### src/rtl/hdlc_seq_pkg.sv
package hdlc_seq_pkg;

  typedef enum logic [2:0] {
    ST_OFF    = 3'd0,
    ST_HEAD   = 3'd1,
    ST_DATA   = 3'd2,
    ST_FCS_LO = 3'd3,
    ST_FCS_HI = 3'd4,
    ST_TAIL   = 3'd5
  } seq_state_t;

  localparam logic [7:0]  IDLE_FILL      = 8'h7E;
  localparam logic [15:0] FCS_PRESET     = 16'hFFFF;
  localparam logic [15:0] FCS_POLY_REFL  = 16'h8408;
  localparam logic [1:0]  DUPLEX_DELAYED = 2'd2;

  // Bytes sent in a span of milliseconds at the given bitrate.
  function automatic logic [31:0] ms_to_bytes(input logic [31:0] rate, input logic [31:0] ms);
    return (rate * ms) / 32'd8000;
  endfunction

  // Bytes sent in a span of whole seconds.
  function automatic logic [31:0] sec_to_bytes(input logic [31:0] rate, input logic [31:0] sec);
    return (rate * sec) / 32'd8;
  endfunction

  // Fold one byte into the reflected CRC-16, LSB first.
  function automatic logic [15:0] fcs_fold(input logic [15:0] crc, input logic [7:0] b);
    logic [15:0] c;
    c = crc ^ {8'h00, b};
    for (int i = 0; i < 8; i++)
      c = c[0] ? ((c >> 1) ^ FCS_POLY_REFL) : (c >> 1);
    return c;
  endfunction

endpackage

### src/rtl/hdlc_span_calc.sv
module hdlc_span_calc
  import hdlc_seq_pkg::*;
#(
  parameter int RATE_W = 16,
  parameter int DLY_W  = 10,
  parameter int TAIL_W = 8,
  parameter int HOLD_W = 6,
  parameter int CNT_W  = 24
) (
  input  logic [RATE_W-1:0] bitrate,
  input  logic [DLY_W-1:0]  txdelay_ms,
  input  logic [TAIL_W-1:0] txtail_ms,
  input  logic [HOLD_W-1:0] hold_s,
  input  logic [1:0]        duplex_mode,
  output logic [CNT_W-1:0]  head_len,
  output logic [CNT_W-1:0]  tail_len
);
  logic [31:0] head_raw, tail_raw, hold_raw, tail_sum;

  always_comb begin
    head_raw = ms_to_bytes(32'(bitrate), 32'(txdelay_ms));
    tail_raw = ms_to_bytes(32'(bitrate), 32'(txtail_ms));
    hold_raw = (duplex_mode == DUPLEX_DELAYED) ? sec_to_bytes(32'(bitrate), 32'(hold_s)) : 32'd0;
    tail_sum = tail_raw + hold_raw;
    head_len = (txdelay_ms == '0) ? CNT_W'(1) : CNT_W'(head_raw);
    tail_len = (tail_sum == 32'd0) ? CNT_W'(1) : CNT_W'(tail_sum);
  end
endmodule

### src/rtl/hdlc_fcs_acc.sv
module hdlc_fcs_acc
  import hdlc_seq_pkg::*;
(
  input  logic        clk,
  input  logic        rst_n,
  input  logic        clear,
  input  logic        fold,
  input  logic [7:0]  din,
  output logic [15:0] crc
);
  always_ff @(posedge clk or negedge rst_n) begin
    if (!rst_n)     crc <= FCS_PRESET;
    else if (clear) crc <= FCS_PRESET;
    else if (fold)  crc <= fcs_fold(crc, din);
  end
endmodule

### src/rtl/hdlc_tx_sequencer.sv
module hdlc_tx_sequencer
  import hdlc_seq_pkg::*;
#(
  parameter int RATE_W    = 16,
  parameter int DLY_W     = 10,
  parameter int TAIL_W    = 8,
  parameter int HOLD_W    = 6,
  parameter int CNT_W     = 24,
  parameter int MAX_FRAME = 1024,
  localparam int LEN_W    = $clog2(MAX_FRAME) + 1
) (
  input  logic              clk,
  input  logic              rst_n,
  input  logic              start,
  input  logic              byte_req,
  input  logic              frame_avail,
  input  logic [LEN_W-1:0]  frame_len,
  input  logic [7:0]        rd_data,
  input  logic [RATE_W-1:0] bitrate,
  input  logic [DLY_W-1:0]  txdelay_ms,
  input  logic [TAIL_W-1:0] txtail_ms,
  input  logic [HOLD_W-1:0] hold_s,
  input  logic [1:0]        duplex_mode,
  output logic [LEN_W-1:0]  rd_addr,
  output logic              frame_release,
  output logic [7:0]        tx_byte,
  output logic              tx_valid,
  output logic              ptt,
  output logic [2:0]        tx_state
);
  localparam int MIN_LEN = 3;  // marker + 2 payload bytes

  seq_state_t       state_q;
  logic [CNT_W-1:0] cnt_q;
  logic [LEN_W-1:0] idx_q;
  logic [CNT_W-1:0] head_len, tail_len;
  logic [15:0]      fcs;

  // Named events
  logic start_take, step, cnt_done, head_end, frame_ok, load_frame, drop_frame, data_last;

  assign start_take = start && (state_q == ST_OFF || state_q == ST_TAIL);
  assign step       = byte_req && !start_take;
  assign cnt_done   = (cnt_q <= CNT_W'(1));
  assign head_end   = step && (state_q == ST_HEAD) && cnt_done;
  assign frame_ok   = (rd_data == 8'h00) && (frame_len >= LEN_W'(MIN_LEN))
                      && (frame_len <= LEN_W'(MAX_FRAME));
  assign load_frame = head_end && frame_avail && frame_ok;
  assign drop_frame = head_end && frame_avail && !frame_ok;
  assign data_last  = step && (state_q == ST_DATA) && (idx_q == frame_len - LEN_W'(1));

  assign frame_release = drop_frame || data_last;
  assign rd_addr       = idx_q;
  assign tx_state      = state_q;

  hdlc_span_calc #(
    .RATE_W(RATE_W), .DLY_W(DLY_W), .TAIL_W(TAIL_W), .HOLD_W(HOLD_W), .CNT_W(CNT_W)
  ) u_span (
    .bitrate(bitrate), .txdelay_ms(txdelay_ms), .txtail_ms(txtail_ms),
    .hold_s(hold_s), .duplex_mode(duplex_mode),
    .head_len(head_len), .tail_len(tail_len)
  );

  hdlc_fcs_acc u_fcs (
    .clk(clk), .rst_n(rst_n),
    .clear(load_frame),
    .fold(step && state_q == ST_DATA),
    .din(rd_data),
    .crc(fcs)
  );

  always_ff @(posedge clk or negedge rst_n) begin
    if (!rst_n) begin
      state_q  <= ST_OFF;
      cnt_q    <= '0;
      idx_q    <= '0;
      ptt      <= 1'b0;
      tx_byte  <= 8'h00;
      tx_valid <= 1'b0;
    end else begin
      tx_valid <= 1'b0;
      if (start_take) begin
        state_q <= ST_HEAD;
        cnt_q   <= (state_q == ST_TAIL) ? CNT_W'(1) : head_len;
        idx_q   <= '0;
        ptt     <= 1'b1;
      end else if (step && state_q != ST_OFF) begin
        tx_valid <= 1'b1;
        tx_byte  <= IDLE_FILL;
        case (state_q)
          ST_HEAD: begin
            if (!cnt_done) begin
              cnt_q <= cnt_q - CNT_W'(1);
            end else if (!frame_avail) begin
              state_q <= ST_OFF;
              ptt     <= 1'b0;
            end else if (frame_ok) begin
              state_q <= ST_DATA;
              idx_q   <= LEN_W'(1);
            end else begin
              cnt_q <= CNT_W'(1);
            end
          end
          ST_DATA: begin
            tx_byte <= rd_data;
            if (data_last) begin
              state_q <= ST_FCS_LO;
              idx_q   <= '0;
            end else begin
              idx_q <= idx_q + LEN_W'(1);
            end
          end
          ST_FCS_LO: begin
            tx_byte <= ~fcs[7:0];
            state_q <= ST_FCS_HI;
          end
          ST_FCS_HI: begin
            tx_byte <= ~fcs[15:8];
            if (frame_avail) begin
              state_q <= ST_HEAD;
              cnt_q   <= CNT_W'(1);
            end else begin
              state_q <= ST_TAIL;
              cnt_q   <= tail_len;
            end
          end
          ST_TAIL: begin
            if (cnt_done) begin
              state_q <= ST_OFF;
              ptt     <= 1'b0;
            end else begin
              cnt_q <= cnt_q - CNT_W'(1);
            end
          end
          default: state_q <= ST_OFF;
        endcase
      end
    end
  end
endmodule

### config.mk
export PLATFORM = sky130hd
export DESIGN_NAME = hdlc_tx_sequencer
export DESIGN_NICKNAME = d
export VERILOG_FILES = /design/src/rtl/hdlc_seq_pkg.sv /design/src/rtl/hdlc_span_calc.sv /design/src/rtl/hdlc_fcs_acc.sv /design/src/rtl/hdlc_tx_sequencer.sv
export SDC_FILE = /design/constraint.sdc
export NUM_CORES = 1
export LEC_CHECK = 0
export CAP_MARGIN = 10
export CORE_ASPECT_RATIO = 1.75
export CORE_MARGIN = 5
export CORE_UTILIZATION = 40
export DETAILED_ROUTE_END_ITERATION = 16
export GPL_TIMING_DRIVEN = 0
export PLACE_DENSITY_LB_ADDON = 0.15
export SLEW_MARGIN = 20
export SYNTH_ARGS = -nofsm -noshare
export SYNTH_HDL_FRONTEND = slang
export SYNTH_HIERARCHICAL = 1
export SYNTH_SLANG_ARGS = --single-unit
### constraint.sdc
create_clock -name clk -period 3.8 [get_ports clk]
set_clock_uncertainty 0.15 [all_clocks]
set_input_delay 1.14 -clock clk [delete_from_list [all_inputs] [get_ports clk]]
set_output_delay 1.14 -clock clk [all_outputs]
set_load 0.05 [all_outputs]
==> summary.txt, run 1 <==
Placement
  – Dpl hpwl: ~70 mm
  – Port Buffers: 87
  – Placer Congestion: just over 0.9

Setup path
  – Worst-path maximum fanout: 6
  – Crit-path slowest cell: fa_1
  – Req. time, crit path: 3.88 ns
  – R2R setup slack: around 0.58 ns
  – R2R cell count: 10
  – Critical path data arrival time: roughly 17 ns
  – Critical Path Source: bitrate[5]
  – Crit path kind: input pin to register
  – CP max stage delay: about 0.62 ns
  – Reg2reg start: cnt_q[12]
  – Worst setup SP type: input pin
  – CP Capture Type: register
  – Reg2reg end: u_fcs/crc[2]

Timing
  – Slew Limit Fails: 0
  – Setup ws final: -12.91 ns
  – Setup-failing EPs final: 21
  – F_max: between 50 and 60 MHz
  – Endpoints failing hold: 0
  – Worst slew pin tran: slightly above 1 ns
  – Unrepaired setup endpoints after global routing: true
  – Headroom to the max-slew limit: 0.320
  – Final period utilization: 4.40
  – Min cycle time layout: about 17 ns

Floorplan
  – Initial core utilization: 0.402
  – Site Rows: between 100 and 150
  – # IOs: 91
  – Core Box Area: slightly above 60000 um2
  – Die Height: 338 um
  – Die width: approximately 200 um
  – Die area: 66500 um2

Final layout
  – Fill count: between 5000 and 6000
  – Syn-to-layout area delta: 34.1%
  – Fraction of layout cells with a size suffix above 1: 0.273
  – Area of the multi-input gates: between 20000 and 25000 um2
  – Layout Nets: just over 4000
  – Core Util, Final: 0.539
  – Register Area: 1620 um2

Detailed routing
  – DRT Wirelength: 90.7 mm
  – Post-route ant nets: 0
  – DR vias: roughly 26000
  – Wire per inst: about 21 um
  – DRC violations left: 0
  – First-pass iteration count of the detailed router: 5
  – Via density: 5.95
  – Initial drt markers: 1447

Synthesis
  – Asr flop ratio synth: 1.00
  – Cell taking the most area after synthesis: fa_1
  – Synth unique cells: about 130
  – Post-synth EDFFs: 0
  – Syn avg cell area: slightly below 8 um2
  – Syn Std Cell Area: approximately 25000 um2
  – Area contributors post-synth: fa_1 21%, ha_1 7.7%, nand2_1 6.4%
  – Synth Flop Type: dfrtp_1
  – Ys Warns: 6
  – Synthesized flop and latch total: 64
  – Post-synthesis sequential area ratio: 0.0661
  – Post-synthesis cell count: 3157
  – Synth top area share: 0.206

Global routing
  – Pin count of the biggest net entering global routing: 52
  – Total gr overflow: 0
  – Vias in the first global route: about 27000
  – All-Layer GR Usage: 0.264
  – First-pass GRT wire length: about 140 mm
  – Initial antenna violation count: 3

Worst hold path
  – Worst hold start: tx_byte[7]
  – Worst Hold Depth: 1
  – Worst hold path type: register to register
  – Hold EP: tx_byte[7]

Clocking
  – CTS Buf Count: 9
  – Max Buffers Root-to-Sink: 2
  – CTS tree: yes
  – # H-tree levels: 3
  – Clk sink count: 64
  – Root Buffer: clkbuf_16
  – Post-cts hold buffer count: 0
  – Clock-pin transition on the worst setup and hold timing paths: ~0.05 ns
  – Later-pin clock latency in the skew report: 0.34 ns

Job
  – Max Cap Viol: 0

Run status
  – Outcome: finished with violations
  – Failing checks: setup timing
## state kept, by name, indices dropped and copies added, names as in the netlist
| signal | flops |
|---|---|
| cnt_q | 24 |
| ptt | 1 |
| rd_addr | 11 |
| tx_byte | 8 |
| tx_state | 3 |
| tx_valid | 1 |
| u_fcs/crc | 16 |
## critical path, delay by kind of cell
family	cells	cell delay, ns
adders and majority gates	7	2.89
and+or+nand+nor	17	3.99
xor gates and xnor gates	2	0.24
muxes	2	0.38
buffers and inverters	14	1.59
AOI/OAI and AO/OA	32	6.56
## stage by stage
step	hold WS, ns	instance area [um2]	std cells	setup WS [ns]	TNS (ns)
after floorplan	0.307	25700	3170	-12.11	-203.53
after global placement	0.324	27600	4050	-15.65	-320.21
after detailed placement	0.330	27600	4052	-15.85	-289.34
after CTS	0.346	31600	4286	-12.79	-215.91
after global routing	0.358	32900	4363	-13.52	-228.20
final	0.339	32900	4364	-12.91	-218.61
## synth_stat cells, types with 26 or more instances
cell,count
o21a_1,26
nor2b_1,29
and2_1,166
o211ai_1,45
dfrtp_1,48
xor2_1,49
a21o_1,46
ha_1,150
nand2_1,419
nand4_1,31
a31oi_1,34
nor3_1,83
a21oi_1,148
a22oi_1,44
and3_1,30
o21ai_1,42
xnor2_1,99
a211oi_1,27
mux2i_1,34
inv_1,294
nand3_1,72
fa_1,252
or3_1,26
nor2_1,177
o21bai_1,28
o21ai_0,124
clkbuf_1,125
## area by class of cell
cell class / instances / share of cell area
Multi-Input combinational cell: 2639 / 0.729
Timing Repair Buffer: 394 / 0.103
Sequential cell: 64 / 0.0493
Buffer: 159 / 0.0445
Inverter: 296 / 0.0342
Tap cell: 793 / 0.0302
Clock buffer: 13 / 0.00792
Clock inverter: 3 / 0.00122
Antenna cell: 3 / 0.000228
## cells by family (layout without fill, tap and decap cells)
kind of cell,Yosys count,after routing,synth area share
multiplexers,55,55,0.0238
AND/OR/NAND/NOR,1167,1167,0.237
flip-flops,64,64,0.0661
adder cells (fa/ha/maj),407,407,0.284
XOR/XNOR,162,162,0.0645
AO/OA/AOI/OAI,834,834,0.248
buffers and inverters,467,865,0.0759
other,1,17,0.000153
## metal layers
metal	up-vias	wire length [um]	part of all wire	GRT usage
li1	11900	-	-	-
met1	12800	32000	0.35	0.268
met2	916	49600	0.55	0.524
met3	335	3040	0.033	0.0197
met4	0	6130	0.068	0.143
met5	-	0	0	0
## placed cells by master, fill, tap and decap left out, drive strengths merged, types with 51 or more instances in the layout
cell and instances:
xor2 51, a21oi 151, clkbuf 119, buf 393, o21ai 171, nor3 86, xnor2 102, fa 252
nand2 419, nand3 72, and2 168, inv 295, nor2 179, ha 150
## timing repair
action / 4_1_cts / 5_1_grt
resized for setup: 605 / 165
setup buffers: 225 / 78
cloned: 1 / 2
setup endpoints to repair: 38 / 21
pin swaps: 217 / 154
## how the worst max path moves through the flow
stage | end | slack, ns | cells past startpoint
global route | cnt_q[0] | -13.52 | 71
CTS | cnt_q[0] | -12.79 | 69
finish | cnt_q[0] | -12.91 | 74
detailed placement | cnt_q[0] | -15.85 | 71
global placement | cnt_q[0] | -15.65 | 65
floorplan | cnt_q[0] | -12.11 | 67
Power of run 1 is not shown: default switching activity piles up to over one toggle a cycle in this logic, so the estimate is an artifact.
==> run 2, diff against run 1 <==
--- a/config.mk
+++ b/config.mk
@@ -6,6 +6,8 @@
 export NUM_CORES = 1
 export LEC_CHECK = 0
 export CAP_MARGIN = 10
+export CELL_PAD_IN_SITES_DETAIL_PLACEMENT = 0
+export CELL_PAD_IN_SITES_GLOBAL_PLACEMENT = 1
 export CORE_ASPECT_RATIO = 1.75
 export CORE_MARGIN = 5
 export CORE_UTILIZATION = 40
==> run 2 against run 1 <==
The run still ends with setup timing left; register-to-register slack better by 0.31 ns; first-iteration DRC count fell by 1.5%; setup slack improved by 0.010 ns; utilization decreased by 0.47 points; hold slack got worse by 0.0012 ns; final area shrank 0.87%.
==> summary.txt, run 2 (same netlist as run 1, synthesis figures left out) <==
Run status
  – Outcome: finished with violations
  – Failing checks: setup timing

Timing
  – Headroom to the max-slew limit: 0.355
  – Setup-failing EPs final: 21
  – Endpoints failing hold: 0
  – Fin Setup TNS: -219.41 ns
  – Worst slew pin tran: between 0.9 and 1 ns
  – Min cycle time layout: between 15 and 20 ns
  – Unrepaired setup endpoints after global routing: true
  – Setup ws final: -12.90 ns
  – Minimum hold slack: around 0.34 ns
  – Final period utilization: 4.40
  – F_max: 59.9 MHz
  – Slew Limit Fails: 0

Worst hold path
  – Worst hold path type: register to register

Global routing
  – All-Layer GR Usage: 0.265
  – Pin count of the biggest net entering global routing: 35
  – Initial antenna violation count: 1
  – First-pass GRT wire length: approximately 140 mm
  – Vias in the first global route: between 20000 and 30000
  – Total gr overflow: 0

Final layout
  – Reg with most FFs: cnt_q
  – Fraction of layout cells with a size suffix above 1: 0.267
  – Most common cell after layout, fill and taps aside: nand2_1
  – Syn-to-layout area delta: 32.9%
  – Max FFs per register: 24
  – Core Util, Final: 0.535
  – Most frequent cells in the layout: 400 x nand2_1, 283 x buf_4, 280 x inv_1
  – Layout Nets: between 3000 and 4000

Setup path
  – CP Capture Type: register
  – Worst-path maximum fanout: 8
  – Crit-path slowest cell: fa_2
  – Worst setup SP type: input pin
  – Req. time, crit path: about 3.9 ns
  – CP delay by family, top: simple AND/OR/NAND/NOR gates
  – Worst path bufs/invs: 8
  – Crit path kind: input pin to register
  – CP max stage delay: ~0.68 ns
  – Most used cell along the critical path: or4_1
  – Critical path data arrival time: roughly 17 ns

Floorplan
  – Initial core utilization: 0.402
  – Core Box Area: between 60000 and 70000 um2
  – Die width: a little under 200 um
  – Site Rows: 120
  – # IOs: 91
  – Die area: 66500 um2
  – Die Height: approximately 340 um

Placement
  – Dpl hpwl: 71.0 mm
  – Placer Congestion: between 0.9 and 1
  – Port Buffers: between 80 and 90

Clocking
  – Clk sink count: 64
  – Later-pin clock latency in the skew report: about 0.34 ns
  – # H-tree levels: 3
  – CTS tree: yes
  – Clock-pin transition on the worst setup and hold timing paths: around 0.050 ns
  – Post-cts hold buffer count: 0
  – Root Buffer: clkbuf_16
  – CTS Buf Count: 9
  – Max Buffers Root-to-Sink: 2

Detailed routing
  – Initial drt markers: 1426
  – Via density: between 5 and 6
  – DRC violations left: 0
  – First-pass iteration count of the detailed router: 7
  – Wire per inst: between 20 and 25 um
  – Post-route ant nets: 0
  – DRT Wirelength: a little over 90 mm
  – DR vias: 25400

Job
  – Max Cap Viol: 0
run 2: metrics by stage:
stage | worst slack (ns) | area, um2 | instances
after floorplan | -12.11 | 25700 | 3170
after global placement | -15.87 | 27600 | 4050
after detailed placement | -16.02 | 27600 | 4052
after CTS | -12.67 | 31400 | 4269
after global routing | -13.42 | 32600 | 4328
final | -12.90 | 32600 | 4329
run 2: routing by layer:
metal,up-vias,global-route usage,wire length (um)
met5,-,0,0
met2,743,0.518,48800
met3,279,0.0173,2810
li1,11900,-,-
met4,0,0.138,5830
met1,12600,0.280,33400
run 2: layout make-up:
class	instances	area (um2)
diodes	2	5.00
plain buffers	157	1550
clock buffers	13	260
clock inverters	3	40.0
fillers	5878	28400
inverters	296	1120
multi-input cells	2639	23900
flip-flops and latches	64	1620
well taps	793	992
repair buffers	362	3090
run 2: what timing repair did:
action,4_1_cts,5_1_grt
resized for setup,580,176
pin swaps,169,136
gates cloned,0,1
setup buffers,213,61
setup endpoints to repair,41,40
run 2: path summary, 6_finish.rpt:
check / from / to / slack, ns / depth (start not counted)
max: txtail_ms[3] / cnt_q[0] / -12.90 / 63
min reg2reg: tx_byte[0] / tx_byte[0] / 0.34 / 1
min: tx_byte[0] / tx_byte[0] / 0.34 / 1
min in group asynchronous: rst_n / tx_byte[2] / 0.60 / 1
max reg2reg: tx_state[2] / rd_addr[8] / 0.89 / 9
max in group asynchronous: rst_n / rd_addr[9] / 2.36 / 2
run 2: worst register-to-register path: stages (launching register included):
cell and delay (ns):
dfrtp_1 0.37, clkbuf_1 0.21, nand4bb_1 0.39, nor3_2 0.32
o211ai_1 0.18, a2111oi_4 0.40, buf_4 0.19, a21oi_2 0.11
buf_6 0.19, a221o_1 0.29
Power of run 2 is left out for the same reason.
